<file path="config.mk">
export PLATFORM = sky130hd
export DESIGN_NAME = cmp_timer
export DESIGN_NICKNAME = d
export VERILOG_FILES = /design/src/rtl/cmp_timer_pkg.sv /design/src/rtl/cmp_timer_regs.sv /design/src/rtl/cmp_timer_counter.sv /design/src/rtl/cmp_timer_match.sv /design/src/rtl/cmp_timer.sv
export SDC_FILE = /design/constraint.sdc
export NUM_CORES = 1
export LEC_CHECK = 0
export CORE_MARGIN = 2
export CORE_UTILIZATION = 30
export CTS_CLUSTER_SIZE = 8
export DETAILED_ROUTE_END_ITERATION = 16
export GPL_ROUTABILITY_DRIVEN = 0
export GPL_TIMING_DRIVEN = 0
export SYNTH_ARGS = -nofsm -noshare
export SYNTH_HDL_FRONTEND = slang
export SYNTH_SLANG_ARGS = --single-unit
</file>
<file path="constraint.sdc">
create_clock -name clk -period 2.25 [get_ports clk]
set_input_delay 0.225 -clock clk [delete_from_list [all_inputs] [get_ports clk]]
set_output_delay 0.225 -clock clk [all_outputs]
set_load 0.005 [all_outputs]
</file>
<file path="src/rtl/cmp_timer_pkg.sv">
package cmp_timer_pkg;

   // write target select
   typedef enum logic [1:0] {
      SEL_COUNT = 2'd0,
      SEL_CMP   = 2'd1,
      SEL_TOP   = 2'd2,
      SEL_CTRL  = 2'd3
   } wr_target_e;

   // pin action at a match or force
   typedef enum logic [1:0] {
      ACT_HOLD   = 2'b00,
      ACT_TOGGLE = 2'b01,
      ACT_LOW    = 2'b10,
      ACT_HIGH   = 2'b11
   } pin_act_e;

   localparam int MODE_W = 4;
   localparam logic [MODE_W-1:0] MODE_FREE    = 4'd0;
   localparam logic [MODE_W-1:0] MODE_CLR_CMP = 4'd4;
   localparam logic [MODE_W-1:0] MODE_CLR_TOP = 4'd12;

   // control word layout
   localparam int CTRL_MODE_LSB = 0;
   localparam int CTRL_ACT_LSB  = 4;

endpackage

</file>
<file path="src/rtl/cmp_timer_regs.sv">
module cmp_timer_regs
   import cmp_timer_pkg::*;
#(
   parameter int  W           = 16,
   parameter bit  HAS_TOP_REG = 1'b1
) (
   input  logic              clk,
   input  logic              rst,
   input  logic              wr_en,
   input  logic [1:0]        wr_sel,
   input  logic [W-1:0]      wr_data,
   output logic [W-1:0]      cmp_q,
   output logic [W-1:0]      alt_q,
   output logic [MODE_W-1:0] mode_q,
   output logic [1:0]        act_q
);
   localparam logic [W-1:0] ALL_ONES = {W{1'b1}};

   logic wr_cmp, wr_top, wr_ctrl;

   always_comb begin
      wr_cmp  = wr_en && (wr_sel == SEL_CMP);
      wr_top  = wr_en && (wr_sel == SEL_TOP);
      wr_ctrl = wr_en && (wr_sel == SEL_CTRL);
   end

   // compare register
   always_ff @(posedge clk) begin
      if (rst)         cmp_q <= ALL_ONES;
      else if (wr_cmp) cmp_q <= wr_data;
   end

   // period register, optional
   generate
      if (HAS_TOP_REG) begin : g_top_reg
         always_ff @(posedge clk) begin
            if (rst)         alt_q <= ALL_ONES;
            else if (wr_top) alt_q <= wr_data;
         end
      end else begin : g_top_fixed
         logic unused_top;
         always_comb unused_top = wr_top;
         assign alt_q = ALL_ONES;
      end
   endgenerate

   // control word: mode code and pin action field
   always_ff @(posedge clk) begin
      if (rst) begin
         mode_q <= MODE_FREE;
         act_q  <= ACT_HOLD;
      end else if (wr_ctrl) begin
         mode_q <= wr_data[CTRL_MODE_LSB +: MODE_W];
         act_q  <= wr_data[CTRL_ACT_LSB +: 2];
      end
   end

endmodule

</file>
<file path="src/rtl/cmp_timer_counter.sv">
module cmp_timer_counter #(
   parameter int W = 16
) (
   input  logic         clk,
   input  logic         rst,
   input  logic         tick_en,
   input  logic         load_en,
   input  logic [W-1:0] load_val,
   input  logic         clr_at_top,
   input  logic [W-1:0] top_val,
   input  logic         ovf_clr,
   output logic [W-1:0] count,
   output logic         ovf_flag
);
   localparam logic [W-1:0] MAX_CNT = {W{1'b1}};
   localparam logic [W-1:0] ONE     = {{(W-1){1'b0}}, 1'b1};

   logic         at_top;
   logic         wrap;
   logic [W-1:0] count_d;

   always_comb begin
      at_top = clr_at_top && (count == top_val);
      wrap   = tick_en && !load_en && (count == MAX_CNT);
      if (load_en)      count_d = load_val;
      else if (!tick_en) count_d = count;
      else if (at_top)  count_d = '0;
      else              count_d = count + ONE;
   end

   always_ff @(posedge clk) begin
      if (rst) count <= '0;
      else     count <= count_d;
   end

   // sticky overflow; a set beats a clear
   always_ff @(posedge clk) begin
      if (rst)          ovf_flag <= 1'b0;
      else if (wrap)    ovf_flag <= 1'b1;
      else if (ovf_clr) ovf_flag <= 1'b0;
   end

endmodule

</file>
<file path="src/rtl/cmp_timer_match.sv">
module cmp_timer_match
   import cmp_timer_pkg::*;
#(
   parameter int W         = 16,
   parameter bit WAVE_INIT = 1'b0
) (
   input  logic         clk,
   input  logic         rst,
   input  logic         tick_en,
   input  logic         load_en,
   input  logic [W-1:0] count,
   input  logic [W-1:0] cmp_val,
   input  logic [1:0]   act,
   input  logic         force_stb,
   input  logic         cmf_clr,
   output logic         cmf_flag,
   output logic         wave_out
);
   logic hit;
   logic apply;
   logic wave_d;

   always_comb begin
      hit   = tick_en && !load_en && (count == cmp_val);
      apply = hit || force_stb;
      wave_d = wave_out;
      if (apply) begin
         case (pin_act_e'(act))
            ACT_TOGGLE: wave_d = !wave_out;
            ACT_LOW:    wave_d = 1'b0;
            ACT_HIGH:   wave_d = 1'b1;
            default:    wave_d = wave_out;
         endcase
      end
   end

   always_ff @(posedge clk) begin
      if (rst)          cmf_flag <= 1'b0;
      else if (hit)     cmf_flag <= 1'b1;
      else if (cmf_clr) cmf_flag <= 1'b0;
   end

   always_ff @(posedge clk) begin
      if (rst) wave_out <= WAVE_INIT;
      else     wave_out <= wave_d;
   end

endmodule

</file>
<file path="src/rtl/cmp_timer.sv">
module cmp_timer
   import cmp_timer_pkg::*;
#(
   parameter int W           = 16,
   parameter bit HAS_TOP_REG = 1'b1
) (
   input  logic         clk,
   input  logic         rst,
   input  logic         tick_en,
   input  logic         wr_en,
   input  logic [1:0]   wr_sel,
   input  logic [15:0]  wr_data,
   input  logic         force_stb,
   input  logic         ovf_clr,
   input  logic         cmf_clr,
   output logic [15:0]  count,
   output logic         ovf_flag,
   output logic         cmf_flag,
   output logic         wave_out
);
   localparam int CTRL_BITS = CTRL_ACT_LSB + 2;

   initial begin
      assert (W == 16) else $error("cmp_timer: port width fixed at 16");
      assert (W >= CTRL_BITS) else $error("cmp_timer: width too small for control word");
   end

   logic [W-1:0]      cmp_q;
   logic [W-1:0]      alt_q;
   logic [MODE_W-1:0] mode_q;
   logic [1:0]        act_q;
   logic              load_en;
   logic              clr_at_top;
   logic [W-1:0]      top_val;

   always_comb begin
      load_en    = wr_en && (wr_sel == SEL_COUNT);
      clr_at_top = (mode_q == MODE_CLR_CMP) || (mode_q == MODE_CLR_TOP);
      top_val    = (mode_q == MODE_CLR_TOP) ? alt_q : cmp_q;
   end

   cmp_timer_regs #(.W(W), .HAS_TOP_REG(HAS_TOP_REG)) u_regs (
      .clk     (clk),
      .rst     (rst),
      .wr_en   (wr_en),
      .wr_sel  (wr_sel),
      .wr_data (wr_data),
      .cmp_q   (cmp_q),
      .alt_q   (alt_q),
      .mode_q  (mode_q),
      .act_q   (act_q)
   );

   cmp_timer_counter #(.W(W)) u_counter (
      .clk        (clk),
      .rst        (rst),
      .tick_en    (tick_en),
      .load_en    (load_en),
      .load_val   (wr_data),
      .clr_at_top (clr_at_top),
      .top_val    (top_val),
      .ovf_clr    (ovf_clr),
      .count      (count),
      .ovf_flag   (ovf_flag)
   );

   cmp_timer_match #(.W(W), .WAVE_INIT(1'b0)) u_match (
      .clk       (clk),
      .rst       (rst),
      .tick_en   (tick_en),
      .load_en   (load_en),
      .count     (count),
      .cmp_val   (cmp_q),
      .act       (act_q),
      .force_stb (force_stb),
      .cmf_clr   (cmf_clr),
      .cmf_flag  (cmf_flag),
      .wave_out  (wave_out)
   );

endmodule

</file>
==> results of run 1 <==
## cells by family after synthesis
group           count (synthesis)
simple gates                  175
compound gates                 61
flops                          57
buf+inv                        45
xor+xnor                       33
mux                            10
fa+ha+maj                       1
## worst max-delay path, stage by stage (launching register included)
cell and delay, ps:
dfxtp_2 420, inv_2 100, a2111oi_2 460, a32o_1 180, nand4_1 160, o41ai_4 360, buf_6 180, clkbuf_16 150
o22ai_1 60
## worst max-delay path by stage
stage / end / slack (ps) / cells past startpoint
2_1_floorplan: u_counter.count[6] / 140 / 8
3_3_place_gp: u_match.wave_out / -500 / 7
3_5_place_dp: u_match.wave_out / -480 / 7
4_1_cts: u_counter.count[8] / 3 / 7
5_1_grt: u_counter.count[7] / -30 / 8
6_report: u_counter.count[3] / 40 / 8
## flip-flops by register name (all words and copies together), names as in the netlist
signal and cells:
u_regs.mode_q 4, u_match.wave_out 1, u_regs.act_q 2, u_counter.ovf_flag 1, u_counter.count 16, u_match.cmf_flag 1, u_regs.cmp_q 16, u_regs.alt_q 16
## what timing repair did
item                                    CTS  global route
endpoints found under the hold margin     0             0
gates cloned                              0             1
gates resized for setup                   8            12
setup buffers                             4             0
pin swaps                                 1             3
hold buffers                              0             0
endpoints found under the setup margin   17            16
## power groups by stage
stage               logic (uW)  clock network (uW)  registers (uW)
floorplan                  193                   0            1110
global placement           333                   0            1130
detailed placement         336                   0            1130
CTS                        340                1030            1110
global route               384                1070            1120
finish                     354                1020            1110
## Yosys cell counts, types with 3 or more instances
| library cell | n | area share [%] |
|---|---|---|
| inv_1 | 15 | 1.8 |
| nand3_1 | 8 | 1.3 |
| and3_1 | 5 | 1.0 |
| a21oi_1 | 22 | 3.6 |
| xor2_1 | 14 | 4.0 |
| nor3b_1 | 11 | 2.7 |
| nor3_1 | 10 | 1.6 |
| nor2_1 | 13 | 1.6 |
| nand4_1 | 5 | 1.0 |
| mux2i_1 | 9 | 2.9 |
| nand3b_1 | 32 | 7.8 |
| clkbuf_1 | 25 | 3.1 |
| o221ai_1 | 3 | 0.86 |
| nand2_1 | 74 | 9.1 |
| nand2b_1 | 7 | 1.4 |
| xnor2_1 | 19 | 5.4 |
| dfxtp_1 | 57 | 37 |
| o22ai_1 | 16 | 3.3 |
| inv_2 | 3 | 0.37 |
| nor2b_1 | 4 | 0.82 |
## routing by layer
layer  global-route usage [%]  vias up  routed length, um
met4                     6.95        0                225
li1                         -     1430                  -
met5                        0        -                  0
met3                     4.37       19                588
met1                     23.5     1393               4380
met2                     27.2      105               4360
## area by class of cell
class                   count  area (um2)
repair buffers             47         479
well taps                 133         166
multi-input cells         280        1780
plain buffers              24         110
clock buffers              14         173
flip-flops and latches     57        1150
clock inverters             2        35.0
fillers                   979        5900
inverters                  18        67.6
## through the flow
| stage | instances | hold slack, ps | total power, uW | area, um2 |
|---|---|---|---|---|
| 5_1_grt | 575 | 503 | 2580 | 3970 |
| 6_report | 575 | 473 | 2490 | 3970 |
| 3_5_place_dp | 557 | 467 | 1460 | 3660 |
| 4_1_cts | 575 | 478 | 2480 | 3900 |
| 2_1_floorplan | 382 | 346 | 1310 | 3070 |
| 3_3_place_gp | 557 | 459 | 1460 | 3660 |
==> impl_metrics.py, run 1 <==
metrics = {
    "status": {
        "status": "finished, final reports clean",
    },
    "timing": {
        "setup_viol_count_final": 0,
        "hold_violations": 0,
        "period_minus_slack_ps": 2210,
        "final.setup.tns_ps": 0,
        "rsz0062_at_grt": "yes",
        "slew_headroom_pct": 59.0,
        "tightest_slew_ps": 614,
        "finalCritPeriodShare_pct": 98.3,
        "skew_ps": 4.49,
        "fmax_mhz": 452,
        "layout_setup_ws_ps": 38.8,
        "slew_violations": 0,
    },
    "place": {
        "dp_hpwl_um": 7060,
        "pre_cts_ws_ps": -477,
        "portBuffers": 42,
    },
    "drt": {
        "drc": 0,
        "avgViaCountPerCell": 5.13,
        "vias": 2947,
        "final_antenna_net_count": 0,
        "drt-initial-drc-count": 214,
        "routed_wirelength_um": 9550,
        "firstDrtPassIters": 5,
        "post_drt_wl_per_cell_um": 16.6,
    },
    "synthesis": {
        "synthDistinctLibCells": 45,
        "synthXorXnorAreaFrac_pct": 9.42,
        "synth-edff-count": 0,
        "synth_top_family_by_area": "simple AND/OR/NAND/NOR gates",
        "syn_inst": 382,
        "synth_fa_ha_area_share_pct": 0.408,
        "synthMuxAreaShare_pct": 3.30,
        "avgSynthCellArea_um2": 8.03,
        "synth_compound_area_share_pct": 13.8,
        "ys.flop_type": "dfxtp_1",
        "synth-async-reset-ratio_pct": 0,
        "syn-num-nets": 408,
        "yosys.area_share.simple_pct": 30.0,
        "synth_warnings": 0,
        "synth_seq_cells": 57,
        "synth_area_mm2": 0.00307,
        "synth-seq-area-share_pct": 37.2,
    },
    "power": {
        "p_int_uw": 1830,
        "power_density_mw_per_mm2": 627,
        "clockPowerShare_pct": 40.9,
        "combPwrFrac_pct": 14.3,
        "p_switching_uw": 652,
        "sw_frac_of_total_pct": 26.2,
        "ir_drop_v": 0.000224,
        "power_frac_seq_pct": 44.8,
        "leakage_uw": 0.00153,
    },
    "grt": {
        "antenna_found_initial": 0,
        "grt_max_degree": 11,
        "grt_use_total_pct": 17.6,
        "grt_pass1_wl_um": 14900,
        "grt_pass1_vias": 2778,
        "grt.overflow.total": 0,
    },
    "critical_path": {
        "path_max_fanout": 6,
        "timing.critical_path.from_type": "flop",
        "r2r_slack_ps": 40,
        "crit_type": "reg2reg",
        "reg2reg_depth": 8,
        "end_kind": "flop",
        "worstReg2RegEnd": "u_counter.count[3]",
        "critPathLaunch": "u_counter.count[3]",
        "worst_ep_required_time_ps": 2460,
        "r2r-start": "u_counter.count[3]",
        "critical_path_arrival_ps": 2420,
    },
    "cells_and_area": {
        "antenna_cells_inserted": 0,
        "drive_above_1_share_pct": 9.50,
        "mostFrequentLayoutCells": "74 x nand2_1, 49 x dfxtp_1, 42 x clkdlybuf4s50_1",
        "area_growth_pct": 29.2,
        "fin_util_pct": 40.2,
        "mostFrequentLayoutCell": "nand2_1",
        "layout.nets": 463,
    },
    "cts": {
        "htree_levels": 3,
        "numCtsBuffers": 9,
        "clk_latency_ps": 350,
        "clock_path_buffers": 2,
        "clkTransAtPathRegs_ps": 60,
        "cts_tree": "built",
        "cts.sinks": 57,
        "cts_root_buf": "clkbuf_8",
    },
    "floorplanning": {
        "ios": 44,
        "die_h_um": 105,
        "core_mm2": 0.00986,
        "rows": 36,
        "fp.dieW_um": 105,
        "start_util_pct": 31.1,
        "dieArea_mm2": 0.0111,
    },
    "job": {
        "drv_cap": 0,
    },
    "hold_path": {
        "min_to": "u_match.cmf_flag",
        "hp-class": "reg2reg",
        "min_delay_path_depth": 2,
        "hold_start": "u_match.cmf_flag",
    },
}
Note: power is estimated with default switching activity, not from simulation.
==> run 2, diff against run 1 <==
Settings changed: GPL_TIMING_DRIVEN 0 to default.
Clock period 2.25 ns to 2.75 ns, I/O delays scaled along.
==> impl_metrics.py, run 2 (same netlist as run 1, synthesis figures left out) <==
metrics = {
    "cts": {
        "postCtsSetupBuffers": 0,
        "clk_latency_ps": 350,
        "cts_tree": "built",
        "cts-resized-gates": 0,
        "cts_root_buf": "clkbuf_8",
        "numCtsBuffers": 9,
        "htree_levels": 3,
        "cts_hold_buf": 0,
        "clock_path_buffers": 2,
        "clkTransAtPathRegs_ps": 70,
        "cts.sinks": 57,
    },
    "grt": {
        "grt_max_degree": 33,
        "grt_pass1_vias": 2841,
        "grt_pass1_wl_um": 15100,
        "grt.overflow.total": 0,
        "antenna_found_initial": 0,
        "grt_use_total_pct": 17.6,
    },
    "cells_and_area": {
        "mostFrequentLayoutCells": "74 x nand2_1, 57 x dfxtp_1, 43 x clkdlybuf4s50_1",
        "fin_area_mm2": 0.00390,
        "layout.nets": 448,
        "reg_top3": "u_counter.count (16), u_regs.alt_q (16), u_regs.cmp_q (16)",
        "multi_input_area_mm2": 0.00175,
        "mostFrequentLayoutCell": "nand2_1",
        "fin_util_pct": 39.5,
        "drive_above_1_share_pct": 8.43,
        "antenna_cells_inserted": 0,
        "seqCellArea_mm2": 0.00114,
        "area_growth_pct": 27.0,
        "fillers": 1007,
    },
    "timing": {
        "tightest_slew_ps": 630,
        "setup_viol_count_final": 0,
        "slew_headroom_pct": 56.9,
        "finalCritPeriodShare_pct": 86.5,
        "fmax_mhz": 420,
        "period_minus_slack_ps": 2380,
        "final.setup.tns_ps": 0,
        "rsz0062_at_grt": "no",
        "holdWs_ps": 477,
        "slew_violations": 0,
        "hold_violations": 0,
        "layout_setup_ws_ps": 372,
        "skew_ps": 8.56,
    },
    "critical_path": {
        "worst_ep_required_time_ps": 2970,
        "crit_type": "reg2reg",
        "timing.critical_path.from_type": "flop",
        "path_max_fanout": 16,
        "end_kind": "flop",
        "critical_path_arrival_ps": 2600,
    },
    "floorplanning": {
        "core_mm2": 0.00986,
        "dieArea_mm2": 0.0111,
        "rows": 36,
        "start_util_pct": 31.1,
        "ios": 44,
        "fp.dieW_um": 105,
        "die_h_um": 105,
    },
    "drt": {
        "drt-initial-drc-count": 232,
        "wl_met1_um": 4270,
        "top_layer_used": "met4",
        "drc": 0,
        "vias": 2913,
        "wl_met2_um": 4380,
        "post_drt_wl_per_cell_um": 16.7,
        "final_antenna_net_count": 0,
        "met3WireLength_um": 506,
        "avgViaCountPerCell": 5.20,
        "routed_wirelength_um": 9380,
        "firstDrtPassIters": 5,
    },
    "job": {
        "drv_cap": 0,
    },
    "power": {
        "p_int_uw": 1620,
        "leakage_uw": 0.00153,
        "combPwrFrac_pct": 12.9,
        "ir_drop_v": 0.000250,
        "p_switching_uw": 534,
        "clockPowerShare_pct": 45.1,
        "power_density_mw_per_mm2": 554,
        "sw_frac_of_total_pct": 24.7,
        "power_frac_seq_pct": 42.1,
    },
    "status": {
        "status": "finished, final reports clean",
    },
    "place": {
        "pre_cts_ws_ps": 439,
        "dp_hpwl_um": 6880,
        "place_area_mm2": 0.00366,
        "portBuffers": 43,
    },
    "hold_path": {
        "hp-class": "reg2reg",
    },
}
## run 2: cell types whose count changed in the layout (fill, tap and decap cells not counted), moves of 8 or more
cell      before  now
dfxtp_1       49   57
clkbuf_1      23    0
buf_4          3   13
dfxtp_2        8    0
## run 2: worst max-delay path, stage by stage, from the launching register on
cell and delay (ps):
dfxtp_1 490, inv_2 120, a2111oi_0 630, a32o_1 200, nand4_1 170, o41ai_4 230
buf_4 270, o22ai_1 130
## run 2: area by class of cell
cell class	count	area share [%]
clock buffer	10	3.53
clock inverter	6	2.70
inverter	18	1.73
multi-input combinational	280	45.0
sequential	57	29.3
tap	133	4.27
timing repair buffer	56	13.5
## run 2: power by group through the flow
stage	registers [uW]	logic (uW)	clock network, uW
4_1_cts	908	278	985
3_3_place_gp	925	273	0
2_1_floorplan	912	158	0
3_5_place_dp	926	276	0
6_report	908	278	972
5_1_grt	914	303	1030
## run 2: path summary, 6_finish.rpt
kind	start	slack, ps	depth (start not counted)	endpoint
hold / removal	u_match.cmf_flag	480	2	u_match.cmf_flag
setup / recovery	u_counter.count[3]	370	7	u_counter.count[2]
setup reg to reg	u_counter.count[3]	370	7	u_counter.count[2]
hold reg to reg	u_match.cmf_flag	480	2	u_match.cmf_flag
## run 2: per-stage QoR
stage,total power [uW],cells
after global placement,1200,544
after floorplan,1070,382
after CTS,2170,560
after global routing,2250,560
after detailed placement,1200,544
final,2160,560
## run 2: routing by layer
metal / up-vias / track usage, %
met5: - / 0
met4: 0 / 7.05
met3: 21 / 3.93
met2: 99 / 28.2
met1: 1391 / 22.9
li1: 1402 / -
==> run 3, diff against run 2 <==
Settings changed: CORE_UTILIZATION 30 to 59, PLACE_DENSITY from default to 0.85.
==> impl_metrics.py, run 3 (same netlist as run 1, synthesis figures left out) <==
metrics = {
    "place": {
        "pre_cts_ws_ps": 462,
        "place_inst": 483,
        "portBuffers": 43,
        "dp_hpwl_um": 6260,
    },
    "cts": {
        "clk_latency_ps": 350,
        "htree_levels": 3,
        "cts_hold_buf": 0,
        "cts_root_buf": "clkbuf_8",
        "postCtsSetupBuffers": 0,
        "cts.sinks": 57,
        "clock_path_buffers": 2,
        "clkTransAtPathRegs_ps": 70,
        "cts-resized-gates": 0,
        "numCtsBuffers": 9,
        "cts_tree": "built",
    },
    "cells_and_area": {
        "reg_top3": "u_counter.count (16), u_regs.alt_q (16), u_regs.cmp_q (16)",
        "drive_above_1_share_pct": 8.39,
        "area_growth_pct": 22.7,
        "finalNonFillerCells": 499,
        "mostFrequentLayoutCell": "nand2_1",
        "layout.nets": 450,
        "antenna_cells_inserted": 0,
        "mostFrequentLayoutCells": "74 x nand2_1, 57 x dfxtp_1, 43 x clkdlybuf4s50_1",
    },
    "drt": {
        "final_antenna_net_count": 0,
        "drc": 0,
        "firstDrtPassIters": 5,
        "avgViaCountPerCell": 6.10,
        "routed_wirelength_um": 9000,
        "vias": 3045,
        "drt-initial-drc-count": 392,
        "post_drt_wl_per_cell_um": 18.0,
    },
    "timing": {
        "finalCritPeriodShare_pct": 86.6,
        "slew_headroom_pct": 57.3,
        "layout_setup_ws_ps": 369,
        "rsz0062_at_grt": "no",
        "hold_violations": 0,
        "slew_violations": 0,
        "final.setup.tns_ps": 0,
        "period_minus_slack_ps": 2380,
        "setup_viol_count_final": 0,
        "fmax_mhz": 420,
        "tightest_slew_ps": 640,
        "skew_ps": 7.38,
    },
    "power": {
        "combPwrFrac_pct": 15.1,
        "ir_drop_v": 0.000473,
        "p_switching_uw": 517,
        "clockPowerShare_pct": 37.1,
        "sw_frac_of_total_pct": 27.3,
        "leakage_uw": 0.00151,
        "power_density_mw_per_mm2": 503,
        "power_frac_seq_pct": 47.9,
        "p_int_uw": 1380,
    },
    "grt": {
        "grt_pass1_vias": 2890,
        "grt_use_total_pct": 32.4,
        "grt.overflow.total": 0,
        "grt_max_degree": 58,
        "grt_pass1_wl_um": 14800,
        "antenna_found_initial": 0,
    },
    "critical_path": {
        "crit_type": "reg2reg",
        "max_stage_delay_ps": 490,
        "critical_path_arrival_ps": 2580,
        "timing.critical_path.from_type": "flop",
        "worstPathCellList": "and4bb_1 > o2111ai_1 > nor3_1 > o32ai_1 > o41ai_4 > buf_4 > o22ai_1",
        "worst_ep_required_time_ps": 2950,
        "critPathLaunch": "u_regs.mode_q[3]",
        "r2r-start": "u_regs.mode_q[3]",
        "path_max_fanout": 7,
        "cp_slowest_cell": "o41ai_4",
        "end_kind": "flop",
    },
    "floorplanning": {
        "start_util_pct": 60.5,
        "die_h_um": 76.1,
        "core_mm2": 0.00507,
        "ios": 44,
        "dieArea_mm2": 0.00580,
        "fp.dieW_um": 76.1,
        "rows": 26,
    },
    "job": {
        "drv_cap": 0,
    },
    "status": {
        "status": "finished, final reports clean",
    },
    "hold_path": {
        "hold_start": "u_counter.ovf_flag",
        "hp-class": "reg2reg",
    },
}
## run 3: cell count changes in the layout (fill, tap and decap cells not counted)
cell,change
buf_4,+2
bufinv_16,-3
clkbuf_1,+2
clkbuf_8,+1
## run 3: area by class of cell
| type | count | area [um2] |
|---|---|---|
| Sequential cell | 57 | 1140 |
| Clock inverter | 3 | 15.0 |
| Multi-Input combinational cell | 280 | 1750 |
| Inverter | 18 | 67.6 |
| Timing Repair Buffer | 58 | 543 |
| Clock buffer | 13 | 159 |
| Tap cell | 70 | 87.6 |
| Fill cell | 407 | 1310 |
## run 3: final timing paths
path / slack, ps / to / cells past startpoint
hold / removal: 480 / u_counter.ovf_flag / 2
hold reg to reg: 480 / u_counter.ovf_flag / 2
setup reg to reg: 370 / u_counter.count[11] / 7
setup / recovery: 370 / u_counter.count[11] / 7
## run 3: power groups by stage
stage | Clock (uW) | Combinational [uW] | Sequential, uW
6_report | 702 | 285 | 906
5_1_grt | 741 | 308 | 910
4_1_cts | 700 | 281 | 905
3_5_place_dp | 0 | 278 | 922
3_3_place_gp | 0 | 272 | 920
2_1_floorplan | 0 | 158 | 912
## run 3: worst max-delay path, delay by kind of cell, from the launching register on
| family | cells | cell delay (ps) |
|---|---|---|
| buffers and inverters | 1 | 230 |
| AND/OR/NAND/NOR | 2 | 620 |
| flip-flops | 1 | 430 |
| AO/OA/AOI/OAI | 4 | 960 |
## run 3: layer usage
metal,GRT usage (%),part of all wire (%),vias to the layer above
li1,-,-,1406
met1,44.2,42,1407
met2,50.3,47,205
met3,7.11,9.2,27
met4,13.1,2.6,0
met5,0,0,-
## run 3: metrics by stage
| stage | power, uW | utilization (%) | hold slack, ps | instance area, um2 |
|---|---|---|---|---|
| after floorplan | 1070 | - | 396 | 3070 |
| after global placement | 1190 | 70.8 | 458 | 3590 |
| after detailed placement | 1200 | 70.8 | 469 | 3590 |
| after CTS | 1890 | 74.2 | 478 | 3770 |
| after global routing | 1960 | 74.2 | 502 | 3770 |
| final | 1890 | 74.2 | 477 | 3770 |
